--- src/rtl/u32s_pkg.sv ---
package u32s_pkg;
  typedef enum logic [2:0] {
    OP_SPLIT  = 3'd0,
    OP_LT     = 3'd1,
    OP_AND    = 3'd2,
    OP_LOG2   = 3'd3,
    OP_POPCNT = 3'd4,
    OP_XOR    = 3'd5
  } u32s_op_e;

  typedef enum logic [1:0] {
    ST_IDLE = 2'd0,
    ST_RUN  = 2'd1,
    ST_FIN  = 2'd2
  } u32s_state_e;

  // running less-than code
  typedef enum logic [1:0] {
    LT_GE  = 2'd0,
    LT_LT  = 2'd1,
    LT_UND = 2'd2
  } u32s_lt_e;
endpackage

--- src/rtl/u32s_shifter.sv ---
module u32s_shifter #(
  parameter int OPND_W = 64
) (
  input  logic              clk_i,
  input  logic              rst_ni,
  input  logic              load_i,
  input  logic              shift_i,
  input  logic [OPND_W-1:0] lhs_i,
  input  logic [OPND_W-1:0] rhs_i,
  output logic              lhs_lsb_o,
  output logic              rhs_lsb_o,
  output logic              both_zero_o
);
  logic [OPND_W-1:0] in_w [2];
  logic [OPND_W-1:0] opnd_q [2];

  assign in_w[0] = lhs_i;
  assign in_w[1] = rhs_i;

  for (genvar g = 0; g < 2; g++) begin : g_lane
    always_ff @(posedge clk_i or negedge rst_ni) begin
      if (!rst_ni)      opnd_q[g] <= '0;
      else if (load_i)  opnd_q[g] <= in_w[g];
      else if (shift_i) opnd_q[g] <= opnd_q[g] >> 1;
    end
  end

  assign lhs_lsb_o   = opnd_q[0][0];
  assign rhs_lsb_o   = opnd_q[1][0];
  assign both_zero_o = ~|opnd_q[0] & ~|opnd_q[1];
endmodule

--- src/rtl/u32s_step_ctr.sv ---
module u32s_step_ctr #(
  parameter int LIMIT = 32,
  parameter int CW    = $clog2(LIMIT + 2)
) (
  input  logic          clk_i,
  input  logic          rst_ni,
  input  logic          clear_i,
  input  logic          inc_i,
  output logic [CW-1:0] cnt_o,
  output logic          at_limit_o
);
  logic [CW-1:0] cnt_q;

  always_ff @(posedge clk_i or negedge rst_ni) begin
    if (!rst_ni)      cnt_q <= '0;
    else if (clear_i) cnt_q <= '0;
    else if (inc_i)   cnt_q <= cnt_q + CW'(1);
  end

  assign cnt_o      = cnt_q;
  // one more step would pass the operand width
  assign at_limit_o = (cnt_q == CW'(LIMIT));
endmodule

--- src/rtl/u32s_accum.sv ---
module u32s_accum
  import u32s_pkg::*;
#(
  parameter int RES_W  = 32,
  parameter int CW     = 6,
  parameter bit XOR_EN = 1'b1
) (
  input  logic             clk_i,
  input  logic             rst_ni,
  input  logic             clear_i,
  input  logic             step_i,
  input  logic [2:0]       op_i,
  input  logic [RES_W-1:0] lhs_lo_i,
  input  logic [RES_W-1:0] rhs_lo_i,
  input  logic             lhs_bit_i,
  input  logic             rhs_bit_i,
  input  logic [CW-1:0]    cnt_i,
  output logic [RES_W-1:0] result_o
);
  logic [RES_W-1:0] and_q, log_q, pop_q;
  u32s_lt_e         lt_q;
  logic             in_range;
  logic [RES_W-1:0] xor_w;

  assign in_range = (cnt_i < CW'(RES_W));

  always_ff @(posedge clk_i or negedge rst_ni) begin
    if (!rst_ni) begin
      and_q <= '0;
      log_q <= '0;
      pop_q <= '0;
      lt_q  <= LT_UND;
    end else if (clear_i) begin
      and_q <= '0;
      log_q <= '0;
      pop_q <= '0;
      lt_q  <= LT_UND;
    end else if (step_i && in_range) begin
      and_q <= and_q | (RES_W'(lhs_bit_i & rhs_bit_i) << cnt_i);
      pop_q <= pop_q + RES_W'(lhs_bit_i);
      if (lhs_bit_i) log_q <= RES_W'(cnt_i);
      // later steps see higher bits, so they override
      if (lhs_bit_i != rhs_bit_i) lt_q <= rhs_bit_i ? LT_LT : LT_GE;
    end
  end

  if (XOR_EN) begin : g_xor
    logic [RES_W-1:0] lhs_lo_q, rhs_lo_q;
    always_ff @(posedge clk_i or negedge rst_ni) begin
      if (!rst_ni) begin
        lhs_lo_q <= '0;
        rhs_lo_q <= '0;
      end else if (clear_i) begin
        lhs_lo_q <= lhs_lo_i;
        rhs_lo_q <= rhs_lo_i;
      end
    end
    assign xor_w = lhs_lo_q + rhs_lo_q - (and_q << 1);
  end else begin : g_no_xor
    logic unused_w;
    assign unused_w = ^{lhs_lo_i, rhs_lo_i};
    assign xor_w    = '0;
  end

  always_comb begin
    unique case (op_i)
      OP_LT:     result_o = (lt_q == LT_LT) ? RES_W'(1) : '0;
      OP_AND:    result_o = and_q;
      OP_LOG2:   result_o = log_q;
      OP_POPCNT: result_o = pop_q;
      OP_XOR:    result_o = xor_w;
      default:   result_o = '0;
    endcase
  end
endmodule

--- src/rtl/u32s_ctrl.sv ---
module u32s_ctrl
  import u32s_pkg::*;
(
  input  logic clk_i,
  input  logic rst_ni,
  input  logic start_i,
  input  logic pre_err_i,
  input  logic both_zero_i,
  input  logic at_limit_i,
  output logic load_o,
  output logic step_o,
  output logic capture_o,
  output logic range_err_o,
  output logic busy_o,
  output logic done_o
);
  u32s_state_e state_q, state_d;

  always_comb begin
    state_d     = state_q;
    load_o      = 1'b0;
    step_o      = 1'b0;
    capture_o   = 1'b0;
    range_err_o = 1'b0;
    unique case (state_q)
      ST_IDLE: if (start_i) begin
        load_o = 1'b1;
        if (pre_err_i) begin
          capture_o = 1'b1;
          state_d   = ST_FIN;
        end else begin
          state_d   = ST_RUN;
        end
      end
      ST_RUN: begin
        if (both_zero_i) begin
          capture_o = 1'b1;
          state_d   = ST_FIN;
        end else begin
          step_o = 1'b1;
          if (at_limit_i) begin
            range_err_o = 1'b1;
            capture_o   = 1'b1;
            state_d     = ST_FIN;
          end
        end
      end
      ST_FIN:  state_d = ST_IDLE;
      default: state_d = ST_IDLE;
    endcase
  end

  always_ff @(posedge clk_i or negedge rst_ni) begin
    if (!rst_ni) state_q <= ST_IDLE;
    else         state_q <= state_d;
  end

  assign busy_o = (state_q != ST_IDLE);
  assign done_o = (state_q == ST_FIN);
endmodule

--- src/rtl/u32s_engine.sv ---
module u32s_engine
  import u32s_pkg::*;
#(
  parameter int OPND_W = 64,
  parameter int RES_W  = 32,
  parameter bit XOR_EN = 1'b1,
  localparam int CW    = $clog2(RES_W + 2)
) (
  input  logic              clk_i,
  input  logic              rst_ni,
  input  logic              start_i,
  input  logic [2:0]        op_i,
  input  logic [OPND_W-1:0] lhs_i,
  input  logic [OPND_W-1:0] rhs_i,
  output logic              done_o,
  output logic              error_o,
  output logic [RES_W-1:0]  result_o,
  output logic [CW-1:0]     steps_o
);
  localparam logic [2:0] OP_TOP = XOR_EN ? 3'(OP_XOR) : 3'(OP_POPCNT);

  logic             load, step, capture, range_err, busy, pre_err;
  logic             lhs_bit, rhs_bit, both_zero, at_limit;
  logic [CW-1:0]    cnt;
  logic [RES_W-1:0] acc_res;
  logic [2:0]       op_q;
  logic             err_q;
  logic [RES_W-1:0] res_q;
  logic [CW-1:0]    steps_q;

  always_comb begin
    pre_err = (op_i > OP_TOP);
    if (op_i == OP_LOG2)   pre_err = (lhs_i == '0) || (rhs_i != '0);
    if (op_i == OP_POPCNT) pre_err = (rhs_i != '0);
  end

  u32s_ctrl u_ctrl (
    .clk_i       (clk_i),
    .rst_ni      (rst_ni),
    .start_i     (start_i),
    .pre_err_i   (pre_err),
    .both_zero_i (both_zero),
    .at_limit_i  (at_limit),
    .load_o      (load),
    .step_o      (step),
    .capture_o   (capture),
    .range_err_o (range_err),
    .busy_o      (busy),
    .done_o      (done_o)
  );

  u32s_shifter #(.OPND_W(OPND_W)) u_shift (
    .clk_i       (clk_i),
    .rst_ni      (rst_ni),
    .load_i      (load),
    .shift_i     (step),
    .lhs_i       (lhs_i),
    .rhs_i       (rhs_i),
    .lhs_lsb_o   (lhs_bit),
    .rhs_lsb_o   (rhs_bit),
    .both_zero_o (both_zero)
  );

  u32s_step_ctr #(.LIMIT(RES_W), .CW(CW)) u_cnt (
    .clk_i      (clk_i),
    .rst_ni     (rst_ni),
    .clear_i    (load),
    .inc_i      (step),
    .cnt_o      (cnt),
    .at_limit_o (at_limit)
  );

  u32s_accum #(.RES_W(RES_W), .CW(CW), .XOR_EN(XOR_EN)) u_acc (
    .clk_i     (clk_i),
    .rst_ni    (rst_ni),
    .clear_i   (load),
    .step_i    (step),
    .op_i      (op_q),
    .lhs_lo_i  (lhs_i[RES_W-1:0]),
    .rhs_lo_i  (rhs_i[RES_W-1:0]),
    .lhs_bit_i (lhs_bit),
    .rhs_bit_i (rhs_bit),
    .cnt_i     (cnt),
    .result_o  (acc_res)
  );

  always_ff @(posedge clk_i or negedge rst_ni) begin
    if (!rst_ni) begin
      op_q    <= '0;
      err_q   <= 1'b0;
      res_q   <= '0;
      steps_q <= '0;
    end else begin
      if (load) op_q <= op_i;
      if (capture) begin
        if (load) begin
          err_q   <= 1'b1;
          res_q   <= '0;
          steps_q <= '0;
        end else if (range_err) begin
          err_q   <= 1'b1;
          res_q   <= '0;
          steps_q <= cnt + CW'(1);
        end else begin
          err_q   <= 1'b0;
          res_q   <= acc_res;
          steps_q <= cnt;
        end
      end
    end
  end

  assign error_o  = err_q;
  assign result_o = res_q;
  assign steps_o  = steps_q;
endmodule

--- config.mk ---
export PLATFORM = sky130hd
export DESIGN_NAME = u32s_engine
export DESIGN_NICKNAME = d
export VERILOG_FILES = /design/src/rtl/u32s_pkg.sv /design/src/rtl/u32s_shifter.sv /design/src/rtl/u32s_step_ctr.sv /design/src/rtl/u32s_accum.sv /design/src/rtl/u32s_ctrl.sv /design/src/rtl/u32s_engine.sv
export SDC_FILE = /design/constraint.sdc
export NUM_CORES = 1
export LEC_CHECK = 0
export ABC_AREA = 1
export BUFFER_PORTS_ARGS = -buffer_cell sky130_fd_sc_hd__buf_2
export CAP_MARGIN = 10
export CORE_MARGIN = 2
export CORE_UTILIZATION = 56
export DETAILED_ROUTE_END_ITERATION = 7
export PLACE_DENSITY = 0.83
export SYNTH_ARGS = -nofsm -noshare
export SYNTH_HDL_FRONTEND = slang
export SYNTH_HIERARCHICAL = 1
export SYNTH_SLANG_ARGS = --single-unit
--- constraint.sdc ---
create_clock -name clk_i -period 4.1 [get_ports clk_i]
set_input_delay 0 -clock clk_i [delete_from_list [all_inputs] [get_ports clk_i]]
set_output_delay 0 -clock clk_i [all_outputs]
set_load 0.01 [all_outputs]
After elaboration in Yosys (flattened, before gate mapping)
Cells that the tools add are included.
- register bits after elaboration: 340
- latch bits: 0
- RAM bits: 0
- memory bits (read-only): 0
- output and inout port bits: 40
- word-level logic and storage cells: 97
- memories kept: 0
- $add $sub $neg: 4
- multiply operators: 0
- div/mod/pow operators: 0
- magnitude comparators: 2
- equal/unequal tests: 14
- shift-type cells: 1
- muxes and demuxes: 43
- bitwise logic cells: 3
- reductions and logical operators: 16
- operators with widths (kind ; count):
    $mux 32 ; 9
    $mux 64 ; 4
    $pmux 32 s5 ; 1
    $reduce_or 64->1 ; 2
    $logic_not 64->1 ; 1
    $reduce_bool 64->1 ; 1
    $add 32x1->32 ; 1
    $add 32x32->32 ; 1
    $or 32x32->32 ; 1
    $shl 32x6->32 ; 1
    $sub 32x32->32 ; 1
    $mux 6 ; 4
    $mux 1 ; 16
    $mux 2 ; 7
    $eq 3x2->1 const B ; 3
    $eq 3x3->1 const B ; 3
    $reduce_bool 2->1 ; 4
    $add 6x1->6 const B ; 1
    $eq 6x6->1 const B ; 1
    $lt 6x6->1 const B ; 1
    $reduce_and 2->1 ; 3
    $eq 2x1->1 const B ; 2
    $pmux 2 s2 ; 1
    $eq 3x1->1 const B ; 1
    other kinds (11) ; 13

Longest topological paths before layout
- word-level depth: 8
- depth in mapped cells: 19

By module
Netlist, hierarchy kept.
- modules (own cells, without submodules) (module ; times used ; cells each ; area an instance (um^2)):
    u32s_accum ; 1 ; 1480 ; 10062.2
    u32s_shifter ; 1 ; 677 ; 6721.4
    u32s_engine ; 1 ; 242 ; 2077.0
    u32s_step_ctr ; 1 ; 47 ; 354.1
    u32s_ctrl ; 1 ; 27 ; 151.4

Worst setup path before layout
OpenSTA, ideal clock, no wires.
- kind: register -> register
- start: reg u_acc.and_q[1]
- end: reg res_q[15] (netlist: result_o[15])
- library setup time: 0.121 ns
- arrival time: 2.381 ns
- setup slack: 1.598 ns
- cell stages (with the launch flop): 14
- buffers on the path: 0
- clock period less this slack: 2.502 ns
- path through: dfrtp_1 > fa_1 > inv_1 > ha_1 > nand2_1 > nand3_1 > nand2_1 > nand2_1 > nand2_1 > nand2_1 > or2_2 > nand3_1 > nand3_1 > a22o_1
- longest elaborated chain between the ends: 4
- RTL lines (element ; RTL line ; source):
    from (decl) ; u32s_accum.sv:20 ; logic [RES_W-1:0] and_q, log_q, pop_q;
    from (signal assigned) ; u32s_accum.sv:39 ; and_q <= and_q | (RES_W'(lhs_bit_i & rhs_bit_i) << cnt_i);
    $sub 32x32->32 ; u32s_accum.sv:58 ; assign xor_w = lhs_lo_q + rhs_lo_q - (and_q << 1);
    $pmux 32 s5 ; u32s_accum.sv:66 ; unique case (op_i)
    via acc_res[15] ; u32s_engine.sv:25 ; logic [RES_W-1:0] acc_res;
    $mux 32 ; u32s_engine.sv:100 ; end else if (range_err) begin
    $mux 32 ; u32s_engine.sv:96 ; if (load) begin
    to (signal assigned) ; u32s_engine.sv:106 ; res_q <= acc_res;
    to (decl) ; u32s_engine.sv:28 ; logic [RES_W-1:0] res_q;
The timed path passes the listed nets, and every way through them passes these cells.
A chain may end at the register's enable or synchronous reset.

Worst setup path after layout
- start: reg u_shift/opnd_q[53] (netlist name)
- end: reg res_q[14] (netlist: result_o[14])
- elaborated cells on any way between the ends: 9
- RTL lines (element ; RTL line ; source):
    from (decl) ; u32s_shifter.sv:15 ; logic [OPND_W-1:0] opnd_q [2];
    from (signal, indexed assignment) ; u32s_shifter.sv:23 ; else if (load_i) opnd_q[g] <= in_w[g];
    from (signal, indexed assignment) ; u32s_shifter.sv:24 ; else if (shift_i) opnd_q[g] <= opnd_q[g] >> 1;
    $reduce_or 64->1 ; u32s_shifter.sv:30 ; assign both_zero_o = ~|opnd_q[0] & ~|opnd_q[1];
    $logic_not 1->1 ; u32s_shifter.sv:30 ;
    $and 1x1->1 ; u32s_shifter.sv:30 ;
    via both_zero ; u32s_engine.sv:23 ; logic lhs_bit, rhs_bit, both_zero, at_limit;
    $mux 1 ; u32s_ctrl.sv:36 ; if (both_zero_i) begin
    $pmux 1 s2 ; u32s_ctrl.sv:25 ; unique case (state_q)
    via capture ; u32s_engine.sv:22 ; logic load, step, capture, range_err, busy, pre_err;
The timed path passes the listed nets, and every way through them passes these cells.

==> run_summary.xml <==
<?xml version="1.0" encoding="UTF-8"?>
<metrics>
  <group name="logic_synthesis">
    <metric name="synth_area_per_cell" unit="µm²">7.83</metric>
    <metric name="synth_sequential_area_ratio" unit="%">40.6</metric>
    <metric name="synth.net_count" unit="">2674</metric>
    <metric name="synth-main-ff-cell" unit="">sky130_fd_sc_hd__dfrtp_1</metric>
    <metric name="share_of_yosys_cell_area_claimed_by_the_top_area_cell_type" unit="%">40.4</metric>
    <metric name="asyncSetResetFlopFracSynth" unit="%">100</metric>
    <metric name="synth.ff_latch_count" unit="">314</metric>
    <metric name="synth_area_leader_cell" unit="">sky130_fd_sc_hd__dfrtp_1</metric>
    <metric name="synthesis.yosys.warnings" unit="">6</metric>
    <metric name="ys_top_cells_by_area" unit="">sky130_fd_sc_hd__dfrtp_1 40%, sky130_fd_sc_hd__nand2_1 13%, sky130_fd_sc_hd__inv_1 9.1%</metric>
    <metric name="postSynthCellCount" unit="">2473</metric>
    <metric name="synth_edf_count" unit="">0</metric>
    <metric name="synth.cell_area" unit="µm²">19400</metric>
    <metric name="count_of_different_cell_masters_after_synthesis" unit="">57</metric>
  </group>
  <group name="power">
    <metric name="power_leakage" unit="µW">0.0113</metric>
    <metric name="net-switching-power" unit="µW">9610</metric>
    <metric name="vdd.ir_drop.worst" unit="mV">0.542</metric>
    <metric name="pwr-share-seq" unit="%">24.8</metric>
    <metric name="internal_power" unit="µW">10200</metric>
    <metric name="total_power" unit="µW">19800</metric>
    <metric name="power_density_normalized_to_cell_area" unit="nW/µm²">857</metric>
    <metric name="swShare" unit="%">48.5</metric>
    <metric name="combinationalPowerShare" unit="%">57.5</metric>
    <metric name="power.share.clock" unit="%">17.6</metric>
  </group>
  <group name="clocking">
    <metric name="cts.sink_count" unit="">314</metric>
    <metric name="clock-root-buffer" unit="">sky130_fd_sc_hd__clkbuf_16</metric>
    <metric name="cts_setup_buffers" unit="">0</metric>
    <metric name="ctsResizeCount" unit="">0</metric>
    <metric name="tritoncts" unit="">done</metric>
    <metric name="cts_hold_repair.buffers" unit="">134</metric>
    <metric name="clock_path_buffers" unit="">3</metric>
    <metric name="clock_insertion_delay_worst_skew" unit="ns">0.54</metric>
    <metric name="clk_transition_reported_paths" unit="ns">0.06</metric>
    <metric name="ctsHtreeMaxLevel" unit="">2</metric>
    <metric name="numCtsBuffers" unit="">35</metric>
  </group>
  <group name="timing">
    <metric name="slew_viol_final" unit="">0</metric>
    <metric name="timing.final.crit_share" unit="%">88.1</metric>
    <metric name="timing.final.crit_period" unit="ns">3.61</metric>
    <metric name="worst_clock_skew" unit="ns">0.0221</metric>
    <metric name="report.final.hold_viol_count" unit="">0</metric>
    <metric name="max-slew-margin-rel" unit="%">23.4</metric>
    <metric name="max_slew.worst_pin.slew" unit="ns">1.14</metric>
    <metric name="setup_tns" unit="ns">0</metric>
    <metric name="clock.fmax" unit="MHz">277</metric>
    <metric name="unrepaired_setup_endpoints_after_global_routing" unit="">false</metric>
    <metric name="setup_viol_count_final" unit="">0</metric>
  </group>
  <group name="critical_path">
    <metric name="setup.worst_path.end_class" unit="">flop</metric>
    <metric name="critical_path_class" unit="">flop to flop</metric>
    <metric name="startpoint_type" unit="">flop</metric>
    <metric name="worst-r2r-setup-slack" unit="ns">0.49</metric>
    <metric name="worst-endpoint-arrival" unit="ns">4.07</metric>
    <metric name="cp_max_fo" unit="">39</metric>
    <metric name="worst_ep_required_time" unit="ns">4.56</metric>
  </group>
  <group name="global_routing">
    <metric name="grt_first_pass_wirelength" unit="mm">94.9</metric>
    <metric name="antenna_found_initial" unit="">2</metric>
    <metric name="grt_max_degree" unit="">235</metric>
    <metric name="global_route_congestion_overflow_total" unit="">0</metric>
    <metric name="first_global_vias" unit="">18275</metric>
    <metric name="gr-usage-all-layers" unit="%">33.4</metric>
  </group>
  <group name="die">
    <metric name="initial_utilization" unit="%">56.5</metric>
    <metric name="die_w" unit="µm">190</metric>
    <metric name="io_pins" unit="">174</metric>
    <metric name="fp.dieH" unit="µm">190</metric>
    <metric name="fp.dieArea" unit="µm²">36100</metric>
    <metric name="floorplan.core_area" unit="µm²">34300</metric>
    <metric name="number_of_standard_cell_rows_in_the_floorplan" unit="">68</metric>
  </group>
  <group name="detailed_routing">
    <metric name="dr.first_iter.drc_count" unit="">1923</metric>
    <metric name="finalWirelength" unit="mm">60.6</metric>
    <metric name="drc_errors" unit="">0</metric>
    <metric name="routed_via_density" unit="">5.70</metric>
    <metric name="detail_route.first_pass.iterations" unit="">7</metric>
    <metric name="vias" unit="">18447</metric>
    <metric name="drt.antenna.violating_nets" unit="">0</metric>
    <metric name="routedWlPerCell" unit="µm">18.7</metric>
  </group>
  <group name="placement">
    <metric name="io_buffers" unit="">173</metric>
    <metric name="gpl.final_weighted_congestion" unit="">0.941</metric>
    <metric name="hpwlAfterDp" unit="mm">41.3</metric>
  </group>
  <group name="final_layout">
    <metric name="final_core_util" unit="%">67.4</metric>
    <metric name="fillerInstances" unit="">2637</metric>
    <metric name="drive_gt1_share" unit="%">14.6</metric>
    <metric name="num-nets-final" unit="">2954</metric>
    <metric name="area_delta_synth_final" unit="%">19.4</metric>
  </group>
  <group name="flow_run">
    <metric name="drv.max_cap_violation_count" unit="">0</metric>
  </group>
  <group name="status">
    <metric name="run_status" unit="">completed</metric>
  </group>
  <group name="worst_hold_path">
    <metric name="min_path_type" unit="">primary input to asynchronous set/reset pin</metric>
  </group>
</metrics>
cells in the final DEF, fill, tap and decap left out, drive strengths merged, types with 11 or more instances in the layout:
master	instances
clkinv	11
a21oi	74
clkbuf	46
fa	30
dlygate4sd3	134
nand3	100
buf	188
ha	37
or2	11
inv	480
nor2	294
a22oi	14
nand4	34
o221ai	113
nor3	34
o22ai	23
nand2	653
o21ai	107
dfrtp	313
a22o	32
cell families after synthesis:
logic type / share of synthesized area, %
buf+inv: 12.0
simple gates: 24.7
mux: 0.116
xor+xnor: 0.362
compound gates: 16.7
fa+ha+maj: 5.49
flops: 40.6
layer usage:
layer	part of all wire (%)	track usage, %
met1	39	42.6
met2	48	54.6
met3	7.7	5.50
met4	5.7	18.1
met5	0.018	0
area by class of cell:
class | instances | area, µm² | share of cell area, %
Clock buffer | 46 | 1010 | 4.36
Timing Repair Buffer | 322 | 2380 | 10.3
Sequential cell | 314 | 7860 | 34.0
Multi-Input combinational cell | 1598 | 9200 | 39.8
Antenna cell | 4 | 10.0 | 0.0433
Inverter | 482 | 1820 | 7.89
Clock inverter | 17 | 280 | 1.21
Tap cell | 455 | 569 | 2.46
registers in the layout, indices dropped and copies added, names as in the netlist, 32 cells and up:
register / count
u_acc/g_xor.lhs_lo_q: 32
u_acc/g_xor.rhs_lo_q: 32
u_acc/pop_q: 32
u_shift/opnd_q: 126
result_o: 32
u_acc/and_q: 32
path summary, 6_finish.rpt:
kind	startpoint	endpoint	depth (start not counted)
setup / recovery	u_shift/opnd_q[53]	result_o[14]	16
hold / removal	rst_ni	result_o[4]	2
setup reg to reg	u_shift/opnd_q[53]	result_o[14]	16
hold reg to reg	steps_o[5]	steps_o[5]	2
max in group asynchronous	rst_ni	u_acc/g_xor.lhs_lo_q[25]	3
min in group clk_i	rhs_i[51]	u_shift/opnd_q[51]	4
through the flow:
stage	hold WS [ns]	setup WS, ns	area [µm²]	std cells
after floorplan	-0.296	1.60	19400	2473
after global placement	0.0948	0.712	20500	3037
after detailed placement	0.125	0.620	20500	3037
after CTS	0.165	0.603	23100	3234
after global routing	0.180	0.298	23100	3235
final	0.0751	0.490	23100	3238
critical path, stage by stage (launching register included):
cell	delay, ns
sky130_fd_sc_hd__dfrtp_1	0.39
sky130_fd_sc_hd__nor2_1	0.16
sky130_fd_sc_hd__nand3_1	0.14
sky130_fd_sc_hd__nor2_1	0.15
sky130_fd_sc_hd__nand2_1	0.16
sky130_fd_sc_hd__nor2_1	0.21
sky130_fd_sc_hd__nand2_1	0.08
sky130_fd_sc_hd__nor2_1	0.51
sky130_fd_sc_hd__inv_1	0.09
sky130_fd_sc_hd__nand2_1	0.08
sky130_fd_sc_hd__nand2_1	0.06
sky130_fd_sc_hd__nand2_1	0.09
sky130_fd_sc_hd__inv_1	0.04
sky130_fd_sc_hd__buf_4	0.24
sky130_fd_sc_hd__or2_4	0.31
sky130_fd_sc_hd__nor2_4	0.57
sky130_fd_sc_hd__a22o_1	0.24
cell usage after synthesis (4+ instances only):
master,count
sky130_fd_sc_hd__nand4_1,33
sky130_fd_sc_hd__o21bai_1,4
sky130_fd_sc_hd__clkbuf_1,23
sky130_fd_sc_hd__nand3_1,99
sky130_fd_sc_hd__nor3_1,26
sky130_fd_sc_hd__a21oi_1,73
sky130_fd_sc_hd__nand2_2,5
sky130_fd_sc_hd__a22o_1,32
sky130_fd_sc_hd__o221ai_2,99
sky130_fd_sc_hd__nor2_2,5
sky130_fd_sc_hd__fa_1,30
sky130_fd_sc_hd__o221ai_1,14
sky130_fd_sc_hd__xnor2_1,6
sky130_fd_sc_hd__o22ai_2,6
sky130_fd_sc_hd__buf_6,22
sky130_fd_sc_hd__o211ai_1,8
sky130_fd_sc_hd__dfrtp_1,313
sky130_fd_sc_hd__nor3_4,5
sky130_fd_sc_hd__buf_2,30
sky130_fd_sc_hd__o21ai_0,93
sky130_fd_sc_hd__inv_1,471
sky130_fd_sc_hd__o21ai_1,14
sky130_fd_sc_hd__a22oi_1,14
sky130_fd_sc_hd__inv_2,7
sky130_fd_sc_hd__nand2_1,647
sky130_fd_sc_hd__or2_2,9
sky130_fd_sc_hd__o22ai_1,17
sky130_fd_sc_hd__ha_1,37
sky130_fd_sc_hd__nor2_1,283
sky130_fd_sc_hd__nand3b_1,7
sky130_fd_sc_hd__nor2_4,5
power groups by stage:
stage                     sequential, µW  clock, µW  combinational (µW)
after global placement              4830          0               10600
after CTS                           4850       3520               11100
after floorplan                     4800          0                8260
after global routing                5020       3660               12700
after detailed placement            4900          0               10900
final                               4920       3500               11400
No activity file was read; power rests on OpenSTA's default activity.
